[src/rtl/dtmr_pkg.sv]
package dtmr_pkg;

    localparam int DATA_W = 32;
    localparam int ADDR_W = 5;
    localparam int HALF_W = DATA_W / 2;
    localparam int PRE_W  = 8;

    // control bit positions (software decodes these)
    localparam int CB_EN       = 7;
    localparam int CB_PERIODIC = 6;
    localparam int CB_IE       = 5;
    localparam int CB_PRE_HI   = 3;
    localparam int CB_PRE_LO   = 2;
    localparam int CB_WIDE     = 1;
    localparam int CB_ONESHOT  = 0;

    typedef enum logic [2:0] {
        RSEL_LOAD    = 3'd0,
        RSEL_COUNT   = 3'd1,
        RSEL_CTRL    = 3'd2,
        RSEL_ICLR    = 3'd3,
        RSEL_RAW     = 3'd4,
        RSEL_MASKED  = 3'd5,
        RSEL_BGLOAD  = 3'd6,
        RSEL_RSVD    = 3'd7
    } reg_sel_e;

    typedef enum logic [1:0] {
        MODE_FREE     = 2'd0,
        MODE_PERIODIC = 2'd1,
        MODE_ONESHOT  = 2'd2
    } run_mode_e;

    typedef struct packed {
        logic       en;
        logic       periodic;
        logic       ie;
        logic [1:0] pre;
        logic       wide;
        logic       oneshot;
    } ctrl_t;

    localparam ctrl_t CTRL_RESET = '{en: 1'b0, periodic: 1'b0, ie: 1'b1,
                                     pre: 2'b00, wide: 1'b0, oneshot: 1'b0};

    function automatic ctrl_t ctrl_from_word(input logic [DATA_W-1:0] w);
        ctrl_t c;
        c.en       = w[CB_EN];
        c.periodic = w[CB_PERIODIC];
        c.ie       = w[CB_IE];
        c.pre      = w[CB_PRE_HI:CB_PRE_LO];
        c.wide     = w[CB_WIDE];
        c.oneshot  = w[CB_ONESHOT];
        return c;
    endfunction

    function automatic logic [DATA_W-1:0] ctrl_to_word(input ctrl_t c);
        logic [DATA_W-1:0] w;
        w = '0;
        w[CB_EN]              = c.en;
        w[CB_PERIODIC]        = c.periodic;
        w[CB_IE]              = c.ie;
        w[CB_PRE_HI:CB_PRE_LO] = c.pre;
        w[CB_WIDE]            = c.wide;
        w[CB_ONESHOT]         = c.oneshot;
        return w;
    endfunction

    function automatic run_mode_e mode_of(input ctrl_t c);
        if (c.oneshot)       return MODE_ONESHOT;
        else if (c.periodic) return MODE_PERIODIC;
        else                 return MODE_FREE;
    endfunction

    // terminal value of the divider counter for each code
    function automatic logic [PRE_W-1:0] pre_limit(input logic [1:0] code);
        case (code)
            2'b00:   return '0;
            2'b01:   return PRE_W'(15);
            default: return '1;
        endcase
    endfunction

    function automatic logic [DATA_W-1:0] width_mask(input logic wide);
        return wide ? {DATA_W{1'b1}} : {{(DATA_W-HALF_W){1'b0}}, {HALF_W{1'b1}}};
    endfunction

endpackage

[src/rtl/dtmr_prescaler.sv]
module dtmr_prescaler
    import dtmr_pkg::*;
#(
    parameter int CNT_W = PRE_W
) (
    input  logic             clk_i,
    input  logic             rst_i,
    input  logic             run_i,
    input  logic [CNT_W-1:0] limit_i,
    output logic             tick_o
);

    logic [CNT_W-1:0] div_q;
    logic             at_limit;

    assign at_limit = (div_q == limit_i);
    assign tick_o   = run_i && at_limit;

    always_ff @(posedge clk_i) begin
        if (rst_i || !run_i) begin
            div_q <= '0;
        end else if (at_limit) begin
            div_q <= '0;
        end else begin
            div_q <= div_q + CNT_W'(1);
        end
    end

endmodule

[src/rtl/dtmr_regfile.sv]
module dtmr_regfile
    import dtmr_pkg::*;
#(
    parameter int DW = DATA_W,
    parameter int AW = ADDR_W
) (
    input  logic          clk_i,
    input  logic          rst_i,
    input  logic [AW-1:0] addr_i,
    input  logic          we_i,
    input  logic [DW-1:0] wdata_i,
    input  logic [DW-1:0] count_i,
    input  logic          raw_i,
    output logic [DW-1:0] rdata_o,
    output ctrl_t         ctrl_o,
    output logic [DW-1:0] reload_o,
    output logic          load_wr_o,
    output logic          ctrl_wr_o,
    output logic          clr_wr_o
);

    localparam int SEL_LO = 2;
    localparam int SEL_HI = SEL_LO + 2;

    reg_sel_e      sel;
    logic          bg_wr;
    ctrl_t         ctrl_q;
    logic [DW-1:0] reload_q;
    logic [DW-1:0] count_vis;

    assign sel       = reg_sel_e'(addr_i[SEL_HI:SEL_LO]);
    assign load_wr_o = we_i && (sel == RSEL_LOAD);
    assign ctrl_wr_o = we_i && (sel == RSEL_CTRL);
    assign clr_wr_o  = we_i && (sel == RSEL_ICLR);
    assign bg_wr     = we_i && (sel == RSEL_BGLOAD);

    always_ff @(posedge clk_i) begin
        if (rst_i) begin
            ctrl_q   <= CTRL_RESET;
            reload_q <= '1;
        end else begin
            if (ctrl_wr_o) begin
                ctrl_q <= ctrl_from_word(wdata_i);
            end
            if (load_wr_o || bg_wr) begin
                reload_q <= wdata_i;
            end
        end
    end

    assign count_vis = count_i & width_mask(ctrl_q.wide);

    always_comb begin
        rdata_o = '0;
        case (sel)
            RSEL_LOAD,
            RSEL_BGLOAD: rdata_o = reload_q;
            RSEL_COUNT:  rdata_o = count_vis;
            RSEL_CTRL:   rdata_o = ctrl_to_word(ctrl_q);
            RSEL_RAW:    rdata_o[0] = raw_i;
            RSEL_MASKED: rdata_o[0] = raw_i & ctrl_q.ie;
            default:     rdata_o = '0;
        endcase
    end

    assign ctrl_o   = ctrl_q;
    assign reload_o = reload_q;

endmodule

[src/rtl/dtmr_counter.sv]
module dtmr_counter
    import dtmr_pkg::*;
#(
    parameter int DW = DATA_W
) (
    input  logic          clk_i,
    input  logic          rst_i,
    input  logic          tick_i,
    input  run_mode_e     mode_i,
    input  logic          wide_i,
    input  logic          load_wr_i,
    input  logic [DW-1:0] load_data_i,
    input  logic [DW-1:0] reload_i,
    input  logic          ctrl_wr_i,
    input  logic          clr_i,
    output logic [DW-1:0] count_o,
    output logic          raw_o,
    output logic          expire_o,
    output logic          stopped_o
);

    logic [DW-1:0] cnt_q;
    logic [DW-1:0] lim_mask;
    logic [DW-1:0] eff;
    logic [DW-1:0] cnt_d;
    logic          stop_q;
    logic          stop_d;
    logic          raw_q;
    logic          at_zero;

    assign lim_mask = width_mask(wide_i);
    assign eff      = cnt_q & lim_mask;
    assign at_zero  = (eff == '0);
    assign expire_o = tick_i && at_zero && !stop_q;

    always_comb begin
        cnt_d  = cnt_q;
        stop_d = stop_q;
        if (load_wr_i) begin
            cnt_d  = load_data_i & lim_mask;
            stop_d = 1'b0;
        end else begin
            if (ctrl_wr_i) begin
                stop_d = 1'b0;
            end
            if (tick_i && !stop_q) begin
                if (at_zero) begin
                    case (mode_i)
                        MODE_PERIODIC: cnt_d = reload_i & lim_mask;
                        MODE_ONESHOT: begin
                            cnt_d  = '0;
                            stop_d = 1'b1;
                        end
                        default:       cnt_d = lim_mask;
                    endcase
                end else begin
                    cnt_d = eff - DW'(1);
                end
            end
        end
    end

    always_ff @(posedge clk_i) begin
        if (rst_i) begin
            cnt_q  <= '1;
            stop_q <= 1'b0;
            raw_q  <= 1'b0;
        end else begin
            cnt_q  <= cnt_d;
            stop_q <= stop_d;
            if (expire_o) begin
                raw_q <= 1'b1;
            end else if (clr_i) begin
                raw_q <= 1'b0;
            end
        end
    end

    assign count_o   = cnt_q;
    assign raw_o     = raw_q;
    assign stopped_o = stop_q;

endmodule

[src/rtl/dtmr_top.sv]
module dtmr_top
    import dtmr_pkg::*;
(
    input  logic              clk_i,
    input  logic              rst_i,
    input  logic [ADDR_W-1:0] bus_addr_i,
    input  logic              bus_we_i,
    input  logic [DATA_W-1:0] bus_wdata_i,
    output logic [DATA_W-1:0] bus_rdata_o,
    output logic              irq_o
);

    ctrl_t             ctrl;
    logic [DATA_W-1:0] reload_val;
    logic [DATA_W-1:0] count_val;
    logic              load_wr;
    logic              ctrl_wr;
    logic              clr_wr;
    logic              tick;
    logic              raw_q;
    logic              expire;
    logic              stopped;

    dtmr_regfile #(.DW(DATA_W), .AW(ADDR_W)) regs_i (
        .clk_i     (clk_i),
        .rst_i     (rst_i),
        .addr_i    (bus_addr_i),
        .we_i      (bus_we_i),
        .wdata_i   (bus_wdata_i),
        .count_i   (count_val),
        .raw_i     (raw_q),
        .rdata_o   (bus_rdata_o),
        .ctrl_o    (ctrl),
        .reload_o  (reload_val),
        .load_wr_o (load_wr),
        .ctrl_wr_o (ctrl_wr),
        .clr_wr_o  (clr_wr)
    );

    dtmr_prescaler #(.CNT_W(PRE_W)) div_i (
        .clk_i   (clk_i),
        .rst_i   (rst_i),
        .run_i   (ctrl.en),
        .limit_i (pre_limit(ctrl.pre)),
        .tick_o  (tick)
    );

    dtmr_counter #(.DW(DATA_W)) cnt_i (
        .clk_i       (clk_i),
        .rst_i       (rst_i),
        .tick_i      (tick),
        .mode_i      (mode_of(ctrl)),
        .wide_i      (ctrl.wide),
        .load_wr_i   (load_wr),
        .load_data_i (bus_wdata_i),
        .reload_i    (reload_val),
        .ctrl_wr_i   (ctrl_wr),
        .clr_i       (clr_wr),
        .count_o     (count_val),
        .raw_o       (raw_q),
        .expire_o    (expire),
        .stopped_o   (stopped)
    );

    assign irq_o = raw_q & ctrl.ie;

endmodule

[config.mk]
export PLATFORM = sky130hd
export DESIGN_NAME = dtmr_top
export DESIGN_NICKNAME = d
export VERILOG_FILES = /design/src/rtl/dtmr_pkg.sv /design/src/rtl/dtmr_prescaler.sv /design/src/rtl/dtmr_regfile.sv /design/src/rtl/dtmr_counter.sv /design/src/rtl/dtmr_top.sv
export SDC_FILE = /design/constraint.sdc
export NUM_CORES = 1
export LEC_CHECK = 0
export BUFFER_PORTS_ARGS = -buffer_cell sky130_fd_sc_hd__buf_2
export CAP_MARGIN = 10
export CORE_ASPECT_RATIO = 0.9
export CORE_UTILIZATION = 35
export CTS_CLUSTER_DIAMETER = 100
export DETAILED_ROUTE_END_ITERATION = 10
export SYNTH_ARGS = -nofsm -noshare
export SYNTH_HDL_FRONTEND = slang
export SYNTH_HIERARCHICAL = 1
export SYNTH_SLANG_ARGS = --single-unit
[constraint.sdc]
create_clock -name clk_i -period 5.2 [get_ports clk_i]
set_input_delay 0.78 -clock clk_i [delete_from_list [all_inputs] [get_ports clk_i]]
set_output_delay 0.78 -clock clk_i [all_outputs]
set_load 0.02 [all_outputs]
* Word-level counts from Yosys, hierarchy flattened
Index checks and enable logic that the tools add are counted.
** Storage, ports and cells
- Register bits after elaboration :: 81
- Output and inout port bits :: 33
** Operators by class
- Add/subtract/negate cells :: 2
- Eq/ne operators :: 10
- Mux-type cells :: 16
- Bitwise operators :: 4
- Reduce and logical (&&, ||, !) cells :: 20
** Operators by type and width (count)
- $mux 32 :: 4
- $and 32x32->32 :: 3
- $pmux 31 s3 :: 1
- $pmux 32 s2 :: 1
- $logic_not 32->1 :: 1
- $sub 32x1->32 const B :: 1
- $pmux 8 s2 :: 1
- $eq 3x3->1 const B :: 3
- $add 8x1->8 const B :: 1
- $eq 8x8->1 :: 1
- $logic_and 1x1->1 :: 8
- $mux 1 :: 7
- $eq 3x2->1 const B :: 2
- $reduce_or 2->1 :: 3
- $pmux 1 s5 :: 1
- $eq 2x1->1 const B :: 2
- $reduce_bool 2->1 :: 2
- $eq 3x1->1 const B :: 1
- $logic_not 3->1 :: 1
- $eq 2x2->1 const B :: 1
- $logic_not 1->1 :: 2
- $logic_not 2->1 :: 1
- $logic_or 1x1->1 :: 2
- $mux 2 :: 1
- $and 1x1->1 :: 1

* Logic depth before layout (Yosys ltp)
- Depth after elaboration :: 7
- Depth in mapped cells :: 11

* Hierarchy
The synthesis kept the hierarchy.
** By module, submodules not included
- dtmr_counter :: instances 1, cells each 413, area an instance 3021.6 um^2, sequential area each 680.7 um^2
- dtmr_regfile :: instances 1, cells each 229, area an instance 2077.0 um^2, sequential area each 780.7 um^2
- dtmr_prescaler :: instances 1, cells each 47, area an instance 476.7 um^2, sequential area each 160.2 um^2
- dtmr_top :: instances 1, cells each 4, area an instance 22.5 um^2, sequential area each 0.0 um^2

* Worst setup path after synthesis
No wires, ideal clock.
- Path kind :: register to register
- From :: reg regs_i.ctrl_q (netlist bit regs_i/ctrl_o[3])
- To :: reg cnt_i.cnt_q[29], in the netlist cnt_i/count_o[29]
- Arrival :: 2526 ps
- Setup slack :: 2543 ps
- Stages on the path, launching flop included :: 11
- Path buffers :: 2
- Period minus slack after synthesis :: 2657 ps
- Cells stage by stage :: dfxtp_1 -> or2_1 -> xor2_1 -> nor4_4 -> and3_1 -> nor2b_1 -> clkbuf_1 -> nor2_1 -> clkbuf_1 -> a221oi_1 -> o31ai_1
** On the way
- Word-level cells in the longest chain between the ends :: 6
- Elaborated cells between the ends (all ways) :: 7
- Those cells by class :: eq/ne: 2; mux: 1; reduce/logical: 4
** Ends and longest elaborated chain
- start: declaration :: line dtmr_regfile.sv:27 : ctrl_t ctrl_q;
- start signal: assignment :: line dtmr_regfile.sv:43 : ctrl_q <= ctrl_from_word(wdata_i);
- $eq 2x1->1 / $logic_not 2->1 (equally long branches) :: line dtmr_pkg.sv:77 : case (code)
- $pmux 8 s2 * :: line dtmr_pkg.sv:77
- $eq 8x8->1 * :: line dtmr_prescaler.sv:16 : assign at_limit = (div_q == limit_i);
- $logic_and 1x1->1 * :: line dtmr_prescaler.sv:17 : assign tick_o = run_i && at_limit;
- net tick :: line dtmr_top.sv:19 : logic tick;
- $logic_and 1x1->1 * :: line dtmr_counter.sv:46 : if (tick_i && !stop_q) begin
- $reduce_bool 2->1 (no source line) *
- end signal: assignment :: line dtmr_counter.sv:69 : cnt_q <= cnt_d;
- end: declaration :: line dtmr_counter.sv:22 : logic [DW-1:0] cnt_q;
Mark *: on every way through the listed nets, which the timed path passes. The rest lies on a longest branch.
A chain may end at the register's enable or synchronous reset.

* Final worst setup path
- From :: in bus_addr_i[3]
- To :: out bus_rdata_o[31]
** On the way
- Word-level cells in the longest chain between the ends :: 3
- Elaborated cells between the ends (all ways) :: 6
- Those cells by class :: eq/ne: 3; mux: 1; reduce/logical: 2
** Ends and longest elaborated chain
- start: declaration :: line dtmr_top.sv:6 : input logic [ADDR_W-1:0] bus_addr_i,
- $eq 3x3->1 / $logic_not 3->1 (equally long branches) :: line dtmr_regfile.sv:55 : case (sel)
- $reduce_or 2->1 :: line dtmr_regfile.sv:55
- $pmux 31 s3 * :: line dtmr_regfile.sv:55
- end: declaration :: line dtmr_top.sv:9 : output logic [DATA_W-1:0] bus_rdata_o,
Mark *: on every way between the ends. The rest lies on a longest branch, timed or not.

==> impl_metrics.env <==
export IMPL_status="complete, no violations"
export IMPL_clkSlewWorstSetupHoldPaths_ps=60
export IMPL_utilization=0.406
export IMPL_tightestPinTransition_ps=1180
export IMPL_crit_top_cell="buf_2"
export IMPL_io_pins=73
export IMPL_synth_warnings=6
export IMPL_max_stage_delay_ps=580
export IMPL_p_leak_nw=2.32
export IMPL_via_per_inst=5.89
export IMPL_cts_resized=0
export IMPL_clkLatencyLatePin_ps=350
export IMPL_wirelength_um=17200
export IMPL_syn_num_nets=737
export IMPL_vdd_ir_drop_max_mv=0.205
export IMPL_dp_cells=915
export IMPL_grt_pass1_vias=5095
export IMPL_arrival_ps=2680
export IMPL_antenna_found_initial=0
export IMPL_hold_worst_slack_ps=531
export IMPL_ant_nets=0
export IMPL_reg2reg_from="regs_i/ctrl_o[3]"
export IMPL_start_util=0.361
export IMPL_cts_root_buf="clkbuf_16"
export IMPL_final_nets=769
export IMPL_whs_path_depth=2
export IMPL_rows=43
export IMPL_synthCells=692
export IMPL_port_buffers=70
export IMPL_hold_class="register to register"
export IMPL_vias=5480
export IMPL_dieArea_um2=16500
export IMPL_cap_violations=0
export IMPL_final_common_cell="nor2_1"
export IMPL_ff2ff_setup_slack_ps=1750
export IMPL_nFillCells=1630
export IMPL_grt_max_degree=72
export IMPL_crit_fanout=16
export IMPL_setup_viol=0
export IMPL_fin_cells=931
export IMPL_period_share=0.666
export IMPL_multi_input_area_um2=3610
export IMPL_cp_slowest_cell="nor2b_2"
export IMPL_gr_total_overflow=0
export IMPL_place_hpwl_um=11600
export IMPL_cts_inserted_buffers=9
export IMPL_die_w_um=135
export IMPL_drtIter0Drc=458
export IMPL_firstDrtPassIters=5
export IMPL_start_kind="primary input"
export IMPL_drive_gt1_frac=0.170
export IMPL_grt_pass1_wl_um=27900
export IMPL_final_area_um2=6300
export IMPL_cts_tree="built"
export IMPL_route_detailed_drc=0
export IMPL_hp_start="regs_i/reload_o[8]"
export IMPL_avgRoutedWirePerCell_um=18.5
export IMPL_path_buf_inv=3
export IMPL_hold_path_end="regs_i/reload_o[8]"
export IMPL_worst_clock_skew_ps=10.4
export IMPL_worstSetupPathType="primary input to output pin"
export IMPL_num_antenna_cells=0
export IMPL_crit_family="buffers and inverters"
export IMPL_regToRegEndpoint="cnt_i/count_o[25]"
export IMPL_post_cts_buffers=0
export IMPL_area_delta_synth_final_pct=12.5
export IMPL_cts_path_max_buffers=2
export IMPL_syn_area_um2=5590
export IMPL_post_route_min_period_ps=3460
export IMPL_cts_hold_buf=0
export IMPL_cts_sinks=81
export IMPL_slew_violations=0
export IMPL_cp_required_ps=4420
export IMPL_cp_end_kind="output pin"
export IMPL_avgSynthCellArea_um2=8.08
export IMPL_path_cells="buf_2 -> xnor2_4 -> nor2b_2 -> buf_4 -> a22o_1 -> buf_2"
export IMPL_rsz0062_at_grt="no"
export IMPL_core_area_um2=15500
export IMPL_cts_htree_levels=3
export IMPL_register_area_um2=1620
export IMPL_slew_headroom=0.211
export IMPL_r2r_cells=9
export IMPL_p_per_area_nw_per_um2=262
export IMPL_dpl_cell_area_um2=5970
export IMPL_hold_violations=0
export IMPL_grtUsageTotal=0.217
export IMPL_die_y_um=122
export IMPL_final_cell_mix="nor2_1 (103), dfxtp_1 (81), buf_2 (69)"
export IMPL_setup_tns_final_ps=0
export IMPL_gp_congestion=0.941
export IMPL_fmax_mhz=289
## layout make-up
| cell class | count | area share |
|---|---|---|
| Tap cell | 202 | 0.0401 |
| Timing Repair Buffer | 83 | 0.0715 |
| Inverter | 9 | 0.00537 |
| Clock inverter | 6 | 0.0145 |
| Sequential cell | 81 | 0.258 |
| Clock buffer | 10 | 0.0380 |
| Multi-Input combinational cell | 540 | 0.573 |
## stage by stage
| step | power, W | setup WS [ps] |
|---|---|---|
| after global routing | 0.00171 | 1580 |
| after CTS | 0.00166 | 1730 |
| after detailed placement | 0.000945 | 1760 |
| after global placement | 0.000944 | 1790 |
| final | 0.00165 | 1740 |
| after floorplan | 0.000864 | 2540 |
## report_power, final
group | switching [W] | internal [W] | leakage (nW) | total (W)
combinational | 0.000151 | 0.000100 | 1.50 | 0.000251
clock | 0.000280 | 0.000435 | 0.151 | 0.000715
sequential | 0.0000375 | 0.000645 | 0.661 | 0.000683
total | 0.000469 | 0.00118 | 2.32 | 0.00165
## routing by layer
layer,share of wire,GRT usage
met3,0.063,0.0474
met4,0.012,0.0534
met1,0.49,0.313
met2,0.44,0.324
met5,0,0
## how the worst max path moves through the flow
stage                     startpoint           endpoint  slack (ps)  cells past startpoint
floorplan           regs_i/ctrl_o[3]  cnt_i/count_o[29]        2540                     10
global placement    regs_i/ctrl_o[3]  cnt_i/count_o[25]        1790                      9
detailed placement  regs_i/ctrl_o[3]  cnt_i/count_o[25]        1760                      9
CTS                 regs_i/ctrl_o[3]  cnt_i/count_o[25]        1730                      9
global route        regs_i/ctrl_o[3]  cnt_i/count_o[25]        1580                      9
finish                 bus_addr_i[3]    bus_rdata_o[31]        1740                      6
## worst register-to-register path: stages (launching register included)
cell      delay [ps]
dfxtp_1          400
or2_1            350
xor2_1           200
nor4_4           560
and3_1           260
nand2b_1         490
nor2_1           520
nand2_1          180
o31a_1           340
o41ai_1           60
## sequential cells by signal, summed over array words and instances, names as in the netlist
register / flops
cnt_i/count_o: 32
cnt_i/raw_o: 1
cnt_i/stopped_o: 1
div_i/div_q: 8
regs_i/ctrl_o: 7
regs_i/reload_o: 32
No activity file was read; power rests on OpenSTA's default activity.
